<file path="src/rtl/td_pkg.sv">
package td_pkg;

    localparam int CW_W   = 32;
    localparam int LEN_W  = 11;
    localparam int PID_W  = 8;
    localparam int DEV_W  = 7;
    localparam int EP_W   = 4;
    localparam int ERR_W  = 2;
    localparam int MASK_W = 3;

    // control/status bit positions
    localparam int B_NAK   = 19;
    localparam int B_STALL = 22;
    localparam int B_ACT   = 23;
    localparam int B_IOC   = 24;
    localparam int B_ERRLO = 27;
    localparam int B_SPD   = 29;

    // token field positions
    localparam int T_DEV = 8;
    localparam int T_EP  = 15;
    localparam int T_LEN = 21;

    localparam logic [PID_W-1:0] PID_IN = 8'h69;

    typedef enum logic [2:0] {
        RSP_DATA  = 3'd0,
        RSP_NAK   = 3'd1,
        RSP_STALL = 3'd2,
        RSP_ERROR = 3'd3,
        RSP_PEND  = 3'd4
    } rsp_kind_e;

    typedef enum logic [1:0] {
        RC_OK    = 2'd0,
        RC_SKIP  = 2'd1,
        RC_ABORT = 2'd2,
        RC_PEND  = 2'd3
    } td_rc_e;

    typedef struct packed {
        logic [PID_W-1:0] pid;
        logic [DEV_W-1:0] dev;
        logic [EP_W-1:0]  ep;
        logic [LEN_W-1:0] maxlen;
    } td_tok_t;

    typedef struct packed {
        logic [CW_W-1:0]   ctrl;
        td_rc_e            rc;
        logic [MASK_W-1:0] mask;
    } td_res_t;

    function automatic logic [LEN_W-1:0] wrap_inc(input logic [LEN_W-1:0] v);
        return v + LEN_W'(1);
    endfunction

    function automatic logic [LEN_W-1:0] wrap_dec(input logic [LEN_W-1:0] v);
        return v - LEN_W'(1);
    endfunction

endpackage

</file>
<file path="src/rtl/td_token_decode.sv">
module td_token_decode
    import td_pkg::*;
(
    input  logic [CW_W-1:0] token_i,
    output td_tok_t         tok_o
);
    logic [1:0] unused_tok;

    always_comb begin
        tok_o.pid    = token_i[PID_W-1:0];
        tok_o.dev    = token_i[T_DEV +: DEV_W];
        tok_o.ep     = token_i[T_EP +: EP_W];
        tok_o.maxlen = wrap_inc(token_i[T_LEN +: LEN_W]);
    end

    assign unused_tok = token_i[T_LEN-1:T_EP+EP_W];
endmodule

</file>
<file path="src/rtl/td_status_update.sv">
module td_status_update
    import td_pkg::*;
(
    input  logic [CW_W-1:0]  ctrl_i,
    input  td_tok_t          tok_i,
    input  logic [2:0]       kind_i,
    input  logic [LEN_W-1:0] len_i,
    output td_res_t          res_o
);
    logic [ERR_W-1:0] err_cur;
    logic [ERR_W-1:0] err_nxt;
    logic             is_short;

    assign err_cur  = ctrl_i[B_ERRLO +: ERR_W];
    assign err_nxt  = (err_cur == '0) ? '0 : err_cur - ERR_W'(1);
    assign is_short = (tok_i.pid == PID_IN) && ctrl_i[B_SPD] && (len_i < tok_i.maxlen);

    always_comb begin
        res_o.ctrl    = ctrl_i;
        res_o.rc      = RC_SKIP;
        res_o.mask    = '0;
        res_o.mask[0] = ctrl_i[B_IOC];
        if (ctrl_i[B_ACT]) begin
            case (kind_i)
                RSP_DATA: begin
                    res_o.ctrl[LEN_W-1:0] = wrap_dec(len_i);
                    res_o.ctrl[B_ACT]     = 1'b0;
                    res_o.ctrl[B_NAK]     = 1'b0;
                    res_o.rc              = RC_OK;
                    res_o.mask[1]         = is_short;
                end
                RSP_NAK: begin
                    res_o.ctrl[B_NAK] = 1'b1;
                    res_o.rc          = RC_ABORT;
                end
                RSP_STALL: begin
                    res_o.ctrl[B_ACT]   = 1'b0;
                    res_o.ctrl[B_STALL] = 1'b1;
                end
                RSP_PEND: begin
                    res_o.rc = RC_PEND;
                end
                default: begin
                    res_o.ctrl[B_ERRLO +: ERR_W] = err_nxt;
                    if (err_cur == ERR_W'(1)) begin
                        res_o.ctrl[B_ACT]   = 1'b0;
                        res_o.ctrl[B_STALL] = 1'b1;
                        res_o.mask[2]       = 1'b1;
                    end
                end
            endcase
        end
    end
endmodule

</file>
<file path="src/rtl/td_seq.sv">
module td_seq (
    input  logic clk,
    input  logic rst,
    input  logic start_i,
    input  logic active_i,
    input  logic rsp_valid_i,
    output logic busy_o,
    output logic capture_o,
    output logic finish_o
);
    typedef enum logic {S_IDLE, S_WAIT} seq_st_e;
    seq_st_e st_q;

    assign busy_o    = (st_q == S_WAIT);
    assign capture_o = (st_q == S_IDLE) && start_i;
    assign finish_o  = (capture_o && !active_i) || (busy_o && rsp_valid_i);

    always_ff @(posedge clk) begin
        if (rst) begin
            st_q <= S_IDLE;
        end else begin
            case (st_q)
                S_IDLE: if (start_i && active_i) st_q <= S_WAIT;
                S_WAIT: if (rsp_valid_i) st_q <= S_IDLE;
                default: st_q <= S_IDLE;
            endcase
        end
    end


    wait_exit_chk: assert property (@(posedge clk) disable iff (rst)
        (busy_o && rsp_valid_i) |=> !busy_o);

    start_ignored_chk: assert property (@(posedge clk) disable iff (rst)
        (busy_o && !rsp_valid_i) |=> busy_o);
endmodule

</file>
<file path="src/rtl/td_executor.sv">
module td_executor
    import td_pkg::*;
(
    input  logic              clk,
    input  logic              rst,
    input  logic              start_i,
    input  logic [CW_W-1:0]   ctrl_i,
    input  logic [CW_W-1:0]   token_i,
    output logic              busy_o,
    output logic              xact_req_o,
    output logic [PID_W-1:0]  xact_pid_o,
    output logic [DEV_W-1:0]  xact_dev_o,
    output logic [EP_W-1:0]   xact_ep_o,
    output logic [LEN_W-1:0]  xact_maxlen_o,
    input  logic              rsp_valid_i,
    input  logic [2:0]        rsp_kind_i,
    input  logic [LEN_W-1:0]  rsp_len_i,
    output logic              done_o,
    output logic [CW_W-1:0]   ctrl_o,
    output logic [1:0]        rc_o,
    output logic [MASK_W-1:0] irq_mask_o
);
    logic            busy, capture, finish;
    logic [CW_W-1:0] cur_ctrl, cur_tok, src_ctrl, src_tok;
    td_tok_t         tok;
    td_res_t         res, res_q;
    logic            done_q;

    td_seq u_seq (
        .clk         (clk),
        .rst         (rst),
        .start_i     (start_i),
        .active_i    (ctrl_i[B_ACT]),
        .rsp_valid_i (rsp_valid_i),
        .busy_o      (busy),
        .capture_o   (capture),
        .finish_o    (finish)
    );

    assign src_ctrl = busy ? cur_ctrl : ctrl_i;
    assign src_tok  = busy ? cur_tok  : token_i;

    td_token_decode u_dec (
        .token_i (src_tok),
        .tok_o   (tok)
    );

    td_status_update u_upd (
        .ctrl_i (src_ctrl),
        .tok_i  (tok),
        .kind_i (rsp_kind_i),
        .len_i  (rsp_len_i),
        .res_o  (res)
    );

    always_ff @(posedge clk) begin
        if (rst) begin
            cur_ctrl <= '0;
            cur_tok  <= '0;
            done_q   <= 1'b0;
            res_q    <= '0;
        end else begin
            done_q <= finish;
            if (capture) begin
                cur_ctrl <= ctrl_i;
                cur_tok  <= token_i;
            end
            if (finish) res_q <= res;
        end
    end

    assign busy_o        = busy;
    assign xact_req_o    = busy;
    assign xact_pid_o    = tok.pid;
    assign xact_dev_o    = tok.dev;
    assign xact_ep_o     = tok.ep;
    assign xact_maxlen_o = tok.maxlen;
    assign done_o        = done_q;
    assign ctrl_o        = res_q.ctrl;
    assign rc_o          = res_q.rc;
    assign irq_mask_o    = res_q.mask;


    done_pulse_chk: assert property (@(posedge clk) disable iff (rst)
        done_o |=> !done_o);

    rsp_to_done_chk: assert property (@(posedge clk) disable iff (rst)
        (xact_req_o && rsp_valid_i) |=> (done_o && !xact_req_o));

    ioc_mask_chk: assert property (@(posedge clk) disable iff (rst)
        done_o |-> (irq_mask_o[0] == cur_ctrl[B_IOC]));

    inactive_skip_chk: assert property (@(posedge clk) disable iff (rst)
        (done_o && !cur_ctrl[B_ACT]) |-> (rc_o == RC_SKIP && ctrl_o == cur_ctrl));

    ok_clears_chk: assert property (@(posedge clk) disable iff (rst)
        (done_o && rc_o == RC_OK) |-> (!ctrl_o[B_ACT] && !ctrl_o[B_NAK]));

    pend_keeps_chk: assert property (@(posedge clk) disable iff (rst)
        (done_o && rc_o == RC_PEND) |-> (ctrl_o == cur_ctrl));

    abort_nak_chk: assert property (@(posedge clk) disable iff (rst)
        (done_o && rc_o == RC_ABORT) |-> (ctrl_o[B_NAK] && ctrl_o[B_ACT]));

    short_in_only_chk: assert property (@(posedge clk) disable iff (rst)
        (done_o && irq_mask_o[1]) |-> (rc_o == RC_OK && cur_tok[7:0] == PID_IN));
endmodule

</file>
<file path="config.mk">
export PLATFORM = sky130hd
export DESIGN_NAME = td_executor
export DESIGN_NICKNAME = d
export VERILOG_FILES = /design/src/rtl/td_pkg.sv /design/src/rtl/td_token_decode.sv /design/src/rtl/td_status_update.sv /design/src/rtl/td_seq.sv /design/src/rtl/td_executor.sv
export SDC_FILE = /design/constraint.sdc
export NUM_CORES = 1
export LEC_CHECK = 0
export ABC_AREA = 1
export ABC_CLOCK_PERIOD_IN_PS = 3200
export CAP_MARGIN = 25
export CORE_MARGIN = 3
export CORE_UTILIZATION = 51
export DETAILED_ROUTE_END_ITERATION = 12
export GPL_ROUTABILITY_DRIVEN = 0
export MAX_ROUTING_LAYER = met4
export PLACE_DENSITY_LB_ADDON = 0.25
export SKIP_CTS_REPAIR_TIMING = 1
export SLEW_MARGIN = 30
export SYNTH_ARGS = -nofsm -noshare
export SYNTH_HDL_FRONTEND = slang
export SYNTH_HIERARCHICAL = 1
export SYNTH_SLANG_ARGS = --single-unit
</file>
<file path="constraint.sdc">
create_clock -name clk -period 3.2 [get_ports clk]
set_clock_uncertainty 0.2 [all_clocks]
set_input_delay 0.64 -clock clk [delete_from_list [all_inputs] [get_ports clk]]
set_output_delay 0.64 -clock clk [all_outputs]
set_load 0.03 [all_outputs]
</file>
Word level (Yosys, flattened, before mapping):

Cells that the tools add are included.

* register bits after elaboration: 103
* bits of input ports: 82
* output and inout port bits: 70
* word-level logic and storage cells: 51

* add/sub/neg operators: 3
* $lt $le $gt $ge: 1
* equal/unequal tests: 5
* mux-type cells: 20
* bitwise logic cells: 1
* reductions and logical operators: 14

Operators with widths (number)
* $mux 32: 2
* $mux 15: 1
* $add 11x1->11 const B: 1
* $lt 11x11->1: 1
* $mux 11: 1
* $sub 11x1->11 const B: 1
* $mux 2: 5
* $eq 8x7->1 const B: 1
* $pmux 1 s2: 4
* $logic_and 1x1->1: 6
* $mux 1: 6
* $pmux 2 s3: 1
* $reduce_or 2->1: 2
* $reduce_or 4->1: 1
* $eq 3x1->1 const B: 1
* $eq 3x2->1 const B: 1
* $eq 3x3->1 const B: 1
* $logic_not 3->1: 1
* $reduce_or 3->1: 1
* $eq 2x1->1 const B: 1
* $logic_not 2->1: 1
* $sub 2x1->2 const B: 1
* $logic_not 1->1: 1
* $logic_or 1x1->1: 1
* $not 1->1: 1

Logic depth before layout (Yosys ltp):

Gate-level depths: netlist of run 1.

* depth in word-level cells: 6
* gate-level depth with buffers: 22
* gate-level depth less buffers: 19

Hierarchy:

Netlist of run 1, hierarchy kept.

By module, submodules not included
* td_executor: times used 1, cells each 786, area an instance 4917.2 µm², seq. area each 2042.0 µm²
* td_status_update: times used 1, cells each 179, area an instance 958.4 µm², seq. area each 0.0 µm²
* td_token_decode: times used 1, cells each 67, area an instance 380.4 µm², seq. area each 0.0 µm²
* td_seq: times used 1, cells each 11, area an instance 61.3 µm², seq. area each 20.0 µm²

Worst setup path before layout of run 1:

No wires, ideal clock.

* kind: flip-flop to flip-flop
* start: reg u_seq.st_q, in the netlist u_seq/busy_o
* end: reg res_q, in the netlist irq_mask_o[1]
* setup time: 0.064 ns
* arrival time: 3.194 ns
* data required time: 2.936 ns
* slack: -0.258 ns
* stages on the path, launching flop included: 21
* path buffers: 3
* period minus slack after synthesis: 3.458 ns
* cells stage by stage: dfxtp_1 > buf_6 > buf_6 > buf_6 > nand2_1 > o21ai_1 > ha_1 > nand2_1 > nor2_1 > xor2_1 > inv_1 > ha_1 > a21oi_1 > nor2_1 > nor2_1 > nand2_1 > a21oi_1 > inv_1 > nand2_1 > nand2_1 > nor2_1

RTL lines
* start, declared: RTL line td_seq.sv:12 `seq_st_e st_q;`
* start signal, assigned: RTL line td_seq.sv:20 `st_q <= S_IDLE;`
* start signal, assigned: RTL line td_seq.sv:23 `S_IDLE: if (start_i && active_i) st_q <= S_WAIT;`
* start signal, assigned: RTL line td_seq.sv:24 `S_WAIT: if (rsp_valid_i) st_q <= S_IDLE;`
* end signal, assigned: RTL line td_executor.sv:68 `if (finish) res_q <= res;`
* end, declared: RTL line td_executor.sv:26 `td_res_t res, res_q;`

Worst setup path in the final report of run 1:

* start: in token_i[23]
* end: out xact_maxlen_o[3]

* longest elaborated chain between the ends: 2

Ends and longest elaborated chain
* start, declared: RTL line td_executor.sv:8 `input logic [CW_W-1:0] token_i,`
* $mux 32: RTL line td_executor.sv:41 `assign src_tok = busy ? cur_tok : token_i;`
* net src_tok[23]: RTL line td_executor.sv:24 `logic [CW_W-1:0] cur_ctrl, cur_tok, src_ctrl, src_tok;`
* $add 11x1->11: RTL line td_pkg.sv:55 `return v + LEN_W'(1);`
* end, declared: RTL line td_executor.sv:14 `output logic [LEN_W-1:0] xact_maxlen_o,`

The timed path passes the listed nets, and every way through them passes these cells.

==> metrics.yaml, run 1 <==
crit_fanout: 2
core_area_um2: 11660
leakage_nw: 3.874
vias_per_cell: 4.566
grt_use_total_pct: 21.16
rsz0062_at_grt: "no"
port-buffer-count: 149
ir_drop_v: 0.0003974
dieArea_um2: 13560
dpl_cell_area_um2: 7447
ant_nets: 0
min_path_type: "flop to flop"
io_pins: 152
placed_cells: 1257
cts.sinks: 101
worstSetupPathType: "primary input to output pin"
drt-pass1-iter-count: 4
avgSynthCellArea_um2: 6.059
htreeDepth: 3
insertion_delay_ps: 350
finalCriticalPeriod_ps: 3063
grt_start_max_net_pins: 125
clkTransAtPathRegs_ps: 70
gr-total-overflow: 0
hold_viol: 0
drc: 0
tightest_slew_ps: 632.2
synth_area_um2: 6222
drt_iter0_markers: 306
utilization_pct: 66.85
fin_cells: 1273
status: "complete, no violations"
hp-start: "ctrl_o[27]"
period_share_pct: 95.71
synth_nets: 1121
power_density_nw_per_um2: 469.9
critPathRequiredTime_ps: 2360
synthCells: 1027
root_buffer: "clkbuf_16"
max_freq_mhz: 326.5
tns_ps: 0
critPathCaptureType: "output pin"
critPathArrivalTime_ps: 2220
fillers: 1102
cp-start-kind: "primary input"
maxCapViolCount: 0
nets: 1219
synth_warnings: 6
finalWirelength_um: 13570
worstReg2RegStart: "u_seq/busy_o"
antenna_found_initial: 0
cts_tree: "yes"
grt_pass1_wl_um: 22580
antenna_cells: 0
clk_path_buf_depth: 2
relSlewSlack_pct: 57.85
die_w_um: 116.5
p_total_mw: 3.664
grt_pass1_vias: 5020
area_growth_pct: 25.30
die_y_um: 116.5
vias: 5813
wl_per_cell_um: 10.66
final-setup-viol-count: 0
crit_start: "token_i[23]"
final_cell_area_um2: 7796
initial_utilization_pct: 53.35
dp_hpwl_um: 9411
timing.final.max_slew_violations: 0
cts-buffers-inserted: 9
rows: 39
layout-drive-gt1-share_pct: 7.257
==> critical path, cell delays in order <==
cell             delay [ps]
clkdlybuf4s50_1         450
inv_1                    50
o21ai_1                 190
buf_4                   160
nand3_2                 100
buf_4                   160
xor2_1                  200
buf_4                   140
buf_4                   140
==> per-layer routing <==
layer	part of all wire (%)	up-vias	global-route usage (%)	wire [um]
met5	0	-	-	0
met4	1.3	0	6.032	177
met3	5.4	13	6.373	733
met2	47	100	33.71	6373
met1	46	2510	26.04	6286
li1	-	3190	-	-
==> report_power, final <==
group / internal, mW / switching [mW] / leakage, nW
registers: 1.37 / 0.0571 / 0.838
clock network: 0.733 / 0.483 / 0.163
logic: 0.439 / 0.583 / 2.87
==> cell usage in the layout, fill, tap and decap left out, drive strengths merged <==
cell,count
nand2,325
nor2,235
inv,151
clkdlybuf4s50,140
dfxtp,101
o21ai,74
buf,33
nand3,20
ha,12
clkbuf,12
a21oi,6
or2,5
xor2,3
bufinv,2
o21bai,2
xnor2,2
a21boi,2
clkinv,1
a21o,1
nand3b,1
a31o,1
a31oi,1
==> area by class of cell <==
class,instances,area [um2],area share [%]
tap,143,178.9,2.295
clock buffer,12,256.5,3.290
multi-input combinational,690,2995,38.42
clock inverter,4,77.57,0.9950
timing repair buffer,173,1699,21.79
sequential,101,2026,25.98
inverter,150,563.0,7.222
==> per-stage QoR <==
stage / hold slack (ps) / setup WS [ps]
floorplan: 248.9 / 50.58
CTS: 271.1 / -30.97
global route: 287.1 / 10.61
detailed placement: 261.4 / -266.5
global placement: 255.3 / -200.0
finish: 268.6 / 137.3
==> sequential cells by signal, summed over array words and instances (netlist names) <==
name / flops
done_o: 1
rc_o: 2
cur_tok: 30
u_seq/busy_o: 1
ctrl_o: 32
cur_ctrl: 32
irq_mask_o: 3
==> worst paths after layout <==
kind,to,slack (ps),cells after the start
worst max-delay path,xact_maxlen_o[3],140,9
worst min-delay path,ctrl_o[27],270,2
worst max register to register,irq_mask_o[1],400,19
worst min register to register,ctrl_o[27],270,2
No activity file was read; power rests on OpenSTA's default activity.
==> run 2: changes to the inputs <==
--- a/config.mk
+++ b/config.mk
@@ -8,6 +8,7 @@
 export ABC_AREA = 1
 export ABC_CLOCK_PERIOD_IN_PS = 3200
 export CAP_MARGIN = 25
+export CORE_ASPECT_RATIO = 1.2
 export CORE_MARGIN = 3
 export CORE_UTILIZATION = 51
 export DETAILED_ROUTE_END_ITERATION = 12
==> metrics.yaml, run 2 (synthesis results as in run 1) <==
status: "complete, no violations"
grt_use_total_pct: 21.59
drc: 0
drt-pass1-iter-count: 4
finalCriticalPeriod_ps: 3142
finalWirelength_um: 13720
wl_per_cell_um: 10.63
worstSetupPathType: "primary input to output pin"
period_share_pct: 98.18
ir_drop_v: 0.0003087
rows: 43
hold_viol: 0
initial_utilization_pct: 53.05
io_pins: 152
tightest_slew_ps: 516.9
min_path_type: "flop to flop"
dieArea_um2: 13570
grt_start_max_net_pins: 125
grt_pass1_vias: 5338
dpl_cell_area_um2: 7512
antenna_found_initial: 0
dp_hpwl_um: 9631
cp-start-kind: "primary input"
power_density_nw_per_um2: 455.8
mostFrequentLayoutCells: "321 x nand2_1, 230 x nor2_1, 144 x inv_1, 130 x clkdlybuf4s50_1, 100 x dfxtp_1"
nets: 1222
hold_ws_ps: 270.1
die_y_um: 127.0
cts-buffers-inserted: 9
rr_endpoint: "irq_mask_o[1]"
worstReg2RegStart: "u_seq/busy_o"
htreeDepth: 3
layout_commonest_cell: "nand2_1"
rsz0062_at_grt: "yes"
r2r_slack_ps: 420
vias: 5837
crit_start: "token_i[22]"
clkTransAtPathRegs_ps: 70
port-buffer-count: 149
crit_path_end: "xact_maxlen_o[8]"
timing.final.max_slew_violations: 0
gr-total-overflow: 0
maxCapViolCount: 0
layout-drive-gt1-share_pct: 7.149
relSlewSlack_pct: 65.54
crit_fanout: 5
cts_tree: "yes"
critPathRequiredTime_ps: 2360
root_buffer: "clkbuf_16"
core_area_um2: 11730
grt_pass1_wl_um: 23560
max_freq_mhz: 318.3
critPathArrivalTime_ps: 2300
area_growth_pct: 26.08
clk_path_buf_depth: 2
final-setup-viol-count: 0
rr_worst_depth: 17
vias_per_cell: 4.525
insertion_delay_ps: 340
drt_iter0_markers: 263
antenna_cells: 0
cts.sinks: 101
critPathCaptureType: "output pin"
final_cell_area_um2: 7845
die_w_um: 106.8
leakage_nw: 3.987
ant_nets: 0
run 2: final cells by class:
type                            count  area [um2]
Fill cell                        1114        3884
Multi-Input combinational cell    690        2980
Sequential cell                   101        2026
Timing Repair Buffer              176        1772
Inverter                          150       563.0
Clock buffer                       10       239.0
Tap cell                          157       196.4
Clock inverter                      6       68.82
run 2: how the worst min path moves through the flow:
stage,start,endpoint,cells past startpoint
floorplan,cur_ctrl[0],cur_ctrl[0],2
global placement,ctrl_o[14],ctrl_o[14],2
detailed placement,rc_o[1],rc_o[1],2
CTS,cur_tok[21],cur_tok[21],2
global route,cur_tok[21],cur_tok[21],2
finish,cur_ctrl[28],cur_ctrl[28],2
run 2: stage by stage:
stage	setup slack [ps]	utilization (%)	total power, mW	setup TNS (ps)	instances
3_3_place_gp	-179.2	64.05	2.471	-185.2	1274
2_1_floorplan	50.58	-	2.177	0	1027
4_1_cts	-55.86	66.67	3.619	-145.4	1290
3_5_place_dp	-235.1	64.05	2.491	-411.3	1274
6_report	58.35	66.89	3.576	0	1290
5_1_grt	-50.10	66.89	3.784	-127.7	1290
run 2: report_power, final:
group          internal (mW)  total (mW)  switching (mW)
registers               1.37        1.43          0.0590
clock network          0.633        1.12           0.486
logic                  0.444        1.03           0.586
run 2: routing by layer:
metal | global-route usage (%) | routed length [um] | share of wire (%)
met5 | - | 0 | 0
met4 | 9.406 | 343 | 2.5
met3 | 3.790 | 742 | 5.4
met2 | 36.77 | 6619 | 48
met1 | 24.90 | 6014 | 44
run 2: worst max-delay path, stage by stage:
cell and delay, ps:
clkdlybuf4s50_1 460, inv_1 50, o21ai_1 170, ha_1 220, nand2_1 130, nor2_4 160
nand2_1 60, nand2_1 60, nand2_1 60, buf_4 140, buf_4 160
